<file path="src/rtl/lcdc_regs_pkg.sv">
package lcdc_regs_pkg;

  localparam int NUM_TIM   = 4;
  localparam int WFLD_LSB  = 2;
  localparam int WFLD_W    = 6;
  localparam int HFLD_W    = 10;
  localparam int WIDTH_W   = WFLD_W + 1 + 4;
  localparam int HEIGHT_W  = HFLD_W + 1;
  localparam int CB_EN     = 0;
  localparam int CB_PWR    = 11;
  localparam int CB_DEP_LO = 1;
  localparam int DEPTH_W   = 3;

  typedef enum logic [3:0] {
    SEL_TIM, SEL_UPB, SEL_LPB, SEL_MASK, SEL_CTRL, SEL_RIS, SEL_MIS,
    SEL_ICR, SEL_UPCUR, SEL_LPCUR, SEL_ID, SEL_NONE
  } reg_sel_e;

  function automatic logic [7:0] id_byte(input logic [2:0] idx);
    case (idx)
      3'd0: id_byte = 8'h10;
      3'd1: id_byte = 8'h11;
      3'd2: id_byte = 8'h04;
      3'd3: id_byte = 8'h00;
      3'd4: id_byte = 8'h0D;
      3'd5: id_byte = 8'hF0;
      3'd6: id_byte = 8'h05;
      default: id_byte = 8'hB1;
    endcase
  endfunction

endpackage

</file>
<file path="src/rtl/lcdc_addr_decode.sv">
module lcdc_addr_decode
  import lcdc_regs_pkg::*;
#(
  parameter int AW = 10
) (
  input  logic [AW-1:0] addr,
  input  logic          variant,
  output reg_sel_e      sel,
  output logic [1:0]    tim_idx,
  output logic [2:0]    id_idx
);

  localparam logic [AW-1:0] ID_BASE = AW'((1 << AW) - 8);

  assign tim_idx = addr[1:0];
  assign id_idx  = addr[2:0];

  always_comb begin
    sel = SEL_NONE;
    if (addr >= ID_BASE) begin
      sel = SEL_ID;
    end else begin
      case (addr)
        AW'(0), AW'(1), AW'(2), AW'(3): sel = SEL_TIM;
        AW'(4):  sel = SEL_UPB;
        AW'(5):  sel = SEL_LPB;
        AW'(6):  sel = variant ? SEL_CTRL : SEL_MASK;
        AW'(7):  sel = variant ? SEL_MASK : SEL_CTRL;
        AW'(8):  sel = SEL_RIS;
        AW'(9):  sel = SEL_MIS;
        AW'(10): sel = SEL_ICR;
        AW'(11): sel = SEL_UPCUR;
        AW'(12): sel = SEL_LPCUR;
        default: sel = SEL_NONE;
      endcase
    end
  end

endmodule

</file>
<file path="src/rtl/lcdc_irq_status.sv">
module lcdc_irq_status #(
  parameter int IW = 4
) (
  input  logic          clk,
  input  logic          rst_n,
  input  logic [IW-1:0] set_i,
  input  logic          clr_we,
  input  logic [IW-1:0] clr_data,
  input  logic          mask_we,
  input  logic [IW-1:0] mask_wdata,
  output logic [IW-1:0] raw_o,
  output logic [IW-1:0] mask_o,
  output logic [IW-1:0] masked_o,
  output logic          irq_o
);

  logic [IW-1:0] raw_q, raw_d, mask_q, clr_vec;

  always_comb begin
    clr_vec = clr_we ? clr_data : '0;
    raw_d   = (raw_q & ~clr_vec) | set_i;
  end

  always_ff @(posedge clk or negedge rst_n) begin
    if (!rst_n) raw_q <= '0;
    else        raw_q <= raw_d;
  end

  always_ff @(posedge clk or negedge rst_n) begin
    if (!rst_n)       mask_q <= '0;
    else if (mask_we) mask_q <= mask_wdata;
  end

  assign raw_o    = raw_q;
  assign mask_o   = mask_q;
  assign masked_o = raw_q & mask_q;
  assign irq_o    = |masked_o;

  // an event bit is present in raw status at the next edge
  p_set_lands_r5: assert property (@(posedge clk) disable iff (!rst_n)
    (|set_i) |=> ((raw_q & $past(set_i)) == $past(set_i)));

  // a clear with no coincident event empties the written bits
  p_clear_r5: assert property (@(posedge clk) disable iff (!rst_n)
    (clr_we && ((clr_data & set_i) == '0)) |=> ((raw_q & $past(clr_data)) == '0));

  // a zero mask silences the interrupt
  p_mask_off_r4: assert property (@(posedge clk) disable iff (!rst_n)
    (mask_we && (mask_wdata == '0)) |=> !irq_o);

endmodule

</file>
<file path="src/rtl/lcdc_panel_cfg.sv">
module lcdc_panel_cfg
  import lcdc_regs_pkg::*;
(
  input  logic [WFLD_W-1:0]   w_fld,
  input  logic [HFLD_W-1:0]   h_fld,
  input  logic                en_bit,
  input  logic                pwr_bit,
  input  logic [DEPTH_W-1:0]  dep_fld,
  output logic [WIDTH_W-1:0]  width,
  output logic [HEIGHT_W-1:0] height,
  output logic                enabled,
  output logic [DEPTH_W-1:0]  depth
);

  logic [WFLD_W:0] w_units;

  assign w_units = {1'b0, w_fld} + 1'b1;
  assign width   = {w_units, 4'b0000};
  assign height  = {1'b0, h_fld} + 1'b1;
  assign enabled = en_bit & pwr_bit;
  assign depth   = dep_fld;

endmodule

</file>
<file path="src/rtl/lcdc_regs.sv">
module lcdc_regs
  import lcdc_regs_pkg::*;
#(
  parameter int AW = 10,
  parameter int DW = 32,
  parameter int IW = 4,
  parameter int CW = 16
) (
  input  logic                clk,
  input  logic                rst_n,
  input  logic                bus_en,
  input  logic                bus_we,
  input  logic [AW-1:0]       bus_addr,
  input  logic [DW-1:0]       bus_wdata,
  output logic [DW-1:0]       bus_rdata,
  output logic                bus_err,
  input  logic                variant_sel,
  input  logic [IW-1:0]       irq_set,
  output logic                irq_out,
  output logic                redraw_pulse,
  output logic [WIDTH_W-1:0]  panel_width,
  output logic [HEIGHT_W-1:0] panel_height,
  output logic                ctrl_enabled,
  output logic [DEPTH_W-1:0]  pix_depth
);

  localparam int TIW = $clog2(NUM_TIM);

  reg_sel_e   sel;
  logic [1:0] tim_idx;
  logic [2:0] id_idx;
  logic       wr_acc, rd_acc;

  assign wr_acc = bus_en & bus_we;
  assign rd_acc = bus_en & ~bus_we;

  lcdc_addr_decode #(.AW(AW)) i_dec (
    .addr(bus_addr), .variant(variant_sel),
    .sel(sel), .tim_idx(tim_idx), .id_idx(id_idx)
  );

  // timing words
  logic [NUM_TIM-1:0][DW-1:0] tim_q;
  for (genvar g = 0; g < NUM_TIM; g++) begin : g_tim
    logic          we;
    logic [DW-1:0] q;
    assign we = wr_acc && (sel == SEL_TIM) && (tim_idx[TIW-1:0] == TIW'(g));
    always_ff @(posedge clk or negedge rst_n) begin
      if (!rst_n)  q <= '0;
      else if (we) q <= bus_wdata;
    end
    assign tim_q[g] = q;
  end

  // base addresses and control
  logic [DW-1:0] upb_q, lpb_q;
  logic [CW-1:0] ctrl_q;
  logic          upb_we, lpb_we, ctrl_we;

  assign upb_we  = wr_acc && (sel == SEL_UPB);
  assign lpb_we  = wr_acc && (sel == SEL_LPB);
  assign ctrl_we = wr_acc && (sel == SEL_CTRL);

  always_ff @(posedge clk or negedge rst_n) begin
    if (!rst_n) begin
      upb_q  <= '0;
      lpb_q  <= '0;
      ctrl_q <= '0;
    end else begin
      if (upb_we)  upb_q  <= bus_wdata;
      if (lpb_we)  lpb_q  <= bus_wdata;
      if (ctrl_we) ctrl_q <= bus_wdata[CW-1:0];
    end
  end

  // interrupts
  logic [IW-1:0] raw_v, mask_v, masked_v;

  lcdc_irq_status #(.IW(IW)) i_irq (
    .clk(clk), .rst_n(rst_n), .set_i(irq_set),
    .clr_we(wr_acc && (sel == SEL_ICR)), .clr_data(bus_wdata[IW-1:0]),
    .mask_we(wr_acc && (sel == SEL_MASK)), .mask_wdata(bus_wdata[IW-1:0]),
    .raw_o(raw_v), .mask_o(mask_v), .masked_o(masked_v), .irq_o(irq_out)
  );

  // derived panel configuration
  lcdc_panel_cfg i_cfg (
    .w_fld(tim_q[0][WFLD_LSB +: WFLD_W]), .h_fld(tim_q[1][HFLD_W-1:0]),
    .en_bit(ctrl_q[CB_EN]), .pwr_bit(ctrl_q[CB_PWR]),
    .dep_fld(ctrl_q[CB_DEP_LO +: DEPTH_W]),
    .width(panel_width), .height(panel_height),
    .enabled(ctrl_enabled), .depth(pix_depth)
  );

  // read path, error and redraw pulses
  logic [DW-1:0] rd_mux, rdata_q;
  logic          err_d, err_q, redraw_q;

  always_comb begin
    case (sel)
      SEL_TIM:   rd_mux = tim_q[tim_idx];
      SEL_UPB,
      SEL_UPCUR: rd_mux = upb_q;
      SEL_LPB,
      SEL_LPCUR: rd_mux = lpb_q;
      SEL_MASK:  rd_mux = DW'(mask_v);
      SEL_CTRL:  rd_mux = DW'(ctrl_q);
      SEL_RIS:   rd_mux = DW'(raw_v);
      SEL_MIS:   rd_mux = DW'(masked_v);
      SEL_ID:    rd_mux = DW'(id_byte(id_idx));
      default:   rd_mux = '0;
    endcase
    err_d = bus_en && (sel == SEL_NONE);
  end

  always_ff @(posedge clk or negedge rst_n) begin
    if (!rst_n)      rdata_q <= '0;
    else if (rd_acc) rdata_q <= rd_mux;
  end

  always_ff @(posedge clk or negedge rst_n) begin
    if (!rst_n) begin
      err_q    <= 1'b0;
      redraw_q <= 1'b0;
    end else begin
      err_q    <= err_d;
      redraw_q <= wr_acc;
    end
  end

  assign bus_rdata    = rdata_q;
  assign bus_err      = err_q;
  assign redraw_pulse = redraw_q;

  // a write produces a redraw pulse in the next cycle only
  p_redraw_r9: assert property (@(posedge clk) disable iff (!rst_n)
    wr_acc |=> redraw_pulse);
  p_redraw_idle_r9: assert property (@(posedge clk) disable iff (!rst_n)
    !wr_acc |=> !redraw_pulse);

  // unmapped access flags an error next cycle
  p_unmapped_err_r10: assert property (@(posedge clk) disable iff (!rst_n)
    (bus_en && (bus_addr > AW'(12)) && (bus_addr < AW'((1 << AW) - 8))) |=> bus_err);

  // read data holds when no read is captured
  p_rdata_hold_r11: assert property (@(posedge clk) disable iff (!rst_n)
    !rd_acc |=> $stable(bus_rdata));

  // width and height follow their timing writes
  p_width_r7: assert property (@(posedge clk) disable iff (!rst_n)
    (wr_acc && !variant_sel && (bus_addr == AW'(0))) |=>
      (panel_width == WIDTH_W'(((32'($past(bus_wdata[7:0])) & 32'hFC) + 32'd4) * 32'd4)));
  p_height_r7: assert property (@(posedge clk) disable iff (!rst_n)
    (wr_acc && (bus_addr == AW'(1))) |=>
      (panel_height == HEIGHT_W'((32'($past(bus_wdata[15:0])) & 32'h3FF) + 32'd1)));

  // a control write with enable and power set enables the controller
  p_enable_r8: assert property (@(posedge clk) disable iff (!rst_n)
    (ctrl_we && bus_wdata[CB_EN] && bus_wdata[CB_PWR]) |=> ctrl_enabled);

endmodule

</file>
<file path="config.mk">
export PLATFORM = sky130hd
export DESIGN_NAME = lcdc_regs
export DESIGN_NICKNAME = d
export VERILOG_FILES = /design/src/rtl/lcdc_regs_pkg.sv /design/src/rtl/lcdc_addr_decode.sv /design/src/rtl/lcdc_irq_status.sv /design/src/rtl/lcdc_panel_cfg.sv /design/src/rtl/lcdc_regs.sv
export SDC_FILE = /design/constraint.sdc
export NUM_CORES = 1
export LEC_CHECK = 0
export ABC_AREA = 1
export BUFFER_PORTS_ARGS = -buffer_cell sky130_fd_sc_hd__clkbuf_2
export CORE_MARGIN = 5
export CORE_UTILIZATION = 50
export DETAILED_ROUTE_END_ITERATION = 10
export PLACE_DENSITY = 0.69
export SLEW_MARGIN = 10
export SYNTH_ARGS = -nofsm -noshare
export SYNTH_HDL_FRONTEND = slang
export SYNTH_SLANG_ARGS = --single-unit
</file>
<file path="constraint.sdc">
create_clock -name clk -period 1.97 [get_ports clk]
set_input_delay 0.2955 -clock clk [delete_from_list [all_inputs] [get_ports clk]]
set_output_delay 0.2955 -clock clk [all_outputs]
set_load 0.1 [all_outputs]
</file>
==> results by group <==
Outcome
  • Status: complete, but fails checks
  • Violated checks: negative setup slack

Synth
  • Mapped cell area: 0.0112 mm2
  • Post-synthesis mux area share: 0.626%
  • Post-synthesis adder-cell area fraction: 0.223%
  • Leading area contributor after synthesis: dfrtp_1
  • Top-count cell post-synth: nand2_1
  • Most common library cells after synthesis: nand2_1 (438), dfrtp_1 (250), o21ai_0 (212), inv_1 (99), clkbuf_1 (42)
  • Cell variety after synth: 36
  • Seq/Total Area, Yosys: 55.9%
  • Mapped Cells: 1305
  • Post-Syn Area per Cell: 8.58 um2
  • Compound-cell area share of the yosys netlist: 16.6%
  • Async S/R FF share, synth: 100%
  • Post-synth EDFFs: 0
  • Top-area cell type share of the netlist area: 55.9%
  • Post-synthesis register bit count: 250
  • Synth area leaders: dfrtp_1 (56%), nand2_1 (15%), o21ai_0 (9.5%)
  • Yosys Warn Count: 0
  • XOR/XNOR share of the synthesized area: 0.938%
  • Primary FF master, synth: dfrtp_1
  • Largest family of logic cells by synthesized area: simple AND/OR/NAND/NOR gates
  • Post-synthesis simple-gate area fraction: 19.3%

Worst setup path
  • CP Buf/Inv Count: 3
  • Max FO, Critical Path: 3
  • Critical path class: flip-flop to output pin
  • Worst reg2reg path depth: 7
  • Critical path arrival: 2.00 ns
  • WP data required: 1.67 ns
  • RR Endpoint: bus_rdata[2]
  • Worst-path cell chain: nand3_2, nor3_4, nand3_2, buf_4, buf_6, xor2_4, buf_12
  • Critical path's largest stage delay: 0.42 ns
  • Crit path max-delay family: buffers and inverters
  • CP max-delay cell: dfrtp_1
  • Crit start category: flip-flop
  • Crit end category: output pin
  • Critical Path Most Common Cell: nand3_2
  • R2r setup slk: 0.40 ns
  • Reg2reg start: g_tim[0].q[2]

Finish
  • FF+latch area: 0.00626 mm2
  • Layout cells sized above 1: 19.7%
  • Area Growth Syn to Fin: 25.9%
  • Area occupied by multi-input gates: 0.00453 mm2
  • Number of fill cells in the layout: 1862
  • Diode count: 0
  • Final layout net count: 1522

Route
  • Via density: 5.46
  • Initial drt markers: 747
  • Post-route ant nets: 0
  • Final Routed Wirelength: 30600 um
  • DR vias: 9639
  • Wire length per cell: 17.3 um
  • DR DRC count: 0
  • DR pass1 iterations: 5

Power and ir drop
  • Sequential share of power: 47.6%
  • Pwr Total: 10.9 mW
  • Comb pwr share: 5.8%
  • Net Sw Power: 2.48 mW
  • Leak: 6.90 nW
  • Clk pwr share: 46.6%
  • Pwr/cell area: 775 mW/mm2
  • Worst VDD drop: 0.649 mV
  • Sw frac: 22.7%
  • Int Power: 8.44 mW

Timing
  • Peak Freq: 436 MHz
  • Relative slew slack: 63.2%
  • Min cycle time layout: 2.29 ns
  • Final Hold Viols: 0
  • RSZ-0062 raised after global routing: yes
  • Worst-Margin Slew: 0.554 ns
  • Clock skew: 0.00968 ns
  • Setup ws final: -0.322 ns
  • Final setup violation count: 8
  • Final worst-path cycle share: 116%
  • Max Slew Vio Count: 0

CTS
  • CTS tree: yes
  • Clock root cell: clkbuf_16
  • Worst-path clk slew: 0.06 ns
  • Num Clock Sinks: 250
  • Clock buffer count from CTS: 26
  • H-tree depth: 1
  • Clock latency on the worst-skew pair: 0.53 ns
  • Clock tree buffer depth: 3

Global routing
  • Vias in the first global route: 9731
  • Initial antenna violation count: 0
  • First-pass GRT wire length: 50800 um
  • Total GRT Usage: 24.0%
  • Grt total ovfl: 0
  • Largest net degree at the start of global routing: 65

Floorplanning
  • Initial Util: 51.0%
  • Full die area: 0.0255 mm2
  • Std cell rows: 54
  • Die X: 160 um
  • Core area: 0.0220 mm2
  • # IOs: 112
  • Die Ht: 160 um

Placed design
  • Post-DP HPWL: 20100 um
  • Setup WS pre-CTS: -0.0710 ns
  • GPL Wtd Cong: 0.825
  • IO buf count: 107

Min path
  • Hold path cells: 3
  • Min-Delay Startpoint: bus_wdata[2]
  • Min-delay worst type: input pin to flip-flop
  • Hold endpoint: ctrl_q[2]

Job
  • Maxcap violations: 0
## sequential cells by signal, summed over array words and instances (netlist names)
register      cells
i_irq.mask_o      4
bus_rdata        32
ctrl_q           16
g_tim.q         128
bus_err           1
redraw_pulse      1
i_irq.raw_o       4
lpb_q            32
upb_q            32
## how the worst max path moves through the flow
stage | cells past startpoint | endpoint | start
floorplan | 2 | panel_height[2] | g_tim[1].q[0]
global placement | 15 | bus_rdata[14] | bus_addr[7]
detailed placement | 15 | bus_rdata[8] | bus_addr[7]
CTS | 6 | panel_height[9] | g_tim[1].q[1]
global route | 6 | panel_height[9] | g_tim[1].q[3]
finish | 7 | panel_height[7] | g_tim[1].q[1]
## cell type report
| cell class | count | area share [%] |
|---|---|---|
| clock buffers | 32 | 5.07 |
| multi-input cells | 880 | 32.1 |
| repair buffers | 204 | 11.8 |
| flip-flops and latches | 250 | 44.4 |
| well taps | 280 | 2.49 |
| inverters | 107 | 2.87 |
| clock inverters | 13 | 1.25 |
## cell usage in the layout (no fill, tap or decap), types with 3 or more instances in the layout
cell / n
nand4_1: 16
a22oi_1: 31
bufinv_16: 4
nor3_4: 3
a21oi_1: 5
buf_4: 72
nor3b_1: 3
o2111ai_1: 9
clkbuf_1: 3
conb_1: 4
dlygate4sd3_1: 12
nor2_2: 3
xor2_4: 6
nor3_1: 4
nand3_2: 4
nor2_4: 5
inv_2: 9
dfrtp_1: 246
nand3_1: 24
clkbuf_2: 88
a221oi_1: 9
o21ai_0: 212
xor2_2: 5
inv_1: 97
clkbuf_16: 27
o21ai_1: 5
a22o_1: 5
clkinv_2: 6
dfrtp_2: 4
nand2_1: 434
a31oi_1: 19
buf_12: 25
mux2i_1: 7
nand2_2: 8
o21a_1: 21
nor2_1: 22
## repair_timing
| action | 4_1_cts | 5_1_grt |
|---|---|---|
| hold endpoints to repair | 120 | 0 |
| endpoints found under the setup margin | 16 | 13 |
| buffers inserted | 7 | 9 |
| hold buffers | 12 | 0 |
| resized for setup | 22 | 9 |
| pin swaps | 7 | 6 |
## through the flow
step	cell area, um2	setup TNS, ns	utilization [%]	instances	hold slack [ns]
final	14100	-1.94	64.2	1766	0.0146
after global routing	14100	-2.74	64.2	1766	0.0194
after CTS	14000	-2.31	63.9	1758	0.00482
after detailed placement	12900	-0.581	58.6	1694	0.196
after global placement	12900	-0.264	58.6	1694	0.197
after floorplan	11400	-1.20	-	1308	-0.0000911
## metal layers
layer	up-vias	GRT usage (%)	share of wire (%)
met1	4671	33.4	44
li1	4610	-	-
met2	308	40.1	48
met4	0	6.86	2.3
met5	-	0	0
met3	50	3.09	5.6
## power by group through the flow
stage               logic (mW)  clock network (mW)  registers, mW
floorplan                0.248                   0           5.32
global placement         0.604                   0           5.29
detailed placement       0.608                   0           5.30
CTS                      0.633                5.18           5.20
global route             0.691                5.40           5.20
finish                   0.629                5.09           5.20
## kinds of logic after synthesis
family          after synthesis
simple gates                534
compound gates              321
flops                       250
buf+inv                     178
xor+xnor                     12
mux                           7
fa+ha+maj                     2
other cells                   1
## worst min-delay path: cells and delay by family
family / cells / cell delay, ns
buffers and inverters: 2 / 0.14
multiplexers: 1 / 0.07
(Power assumes the default switching activity.)
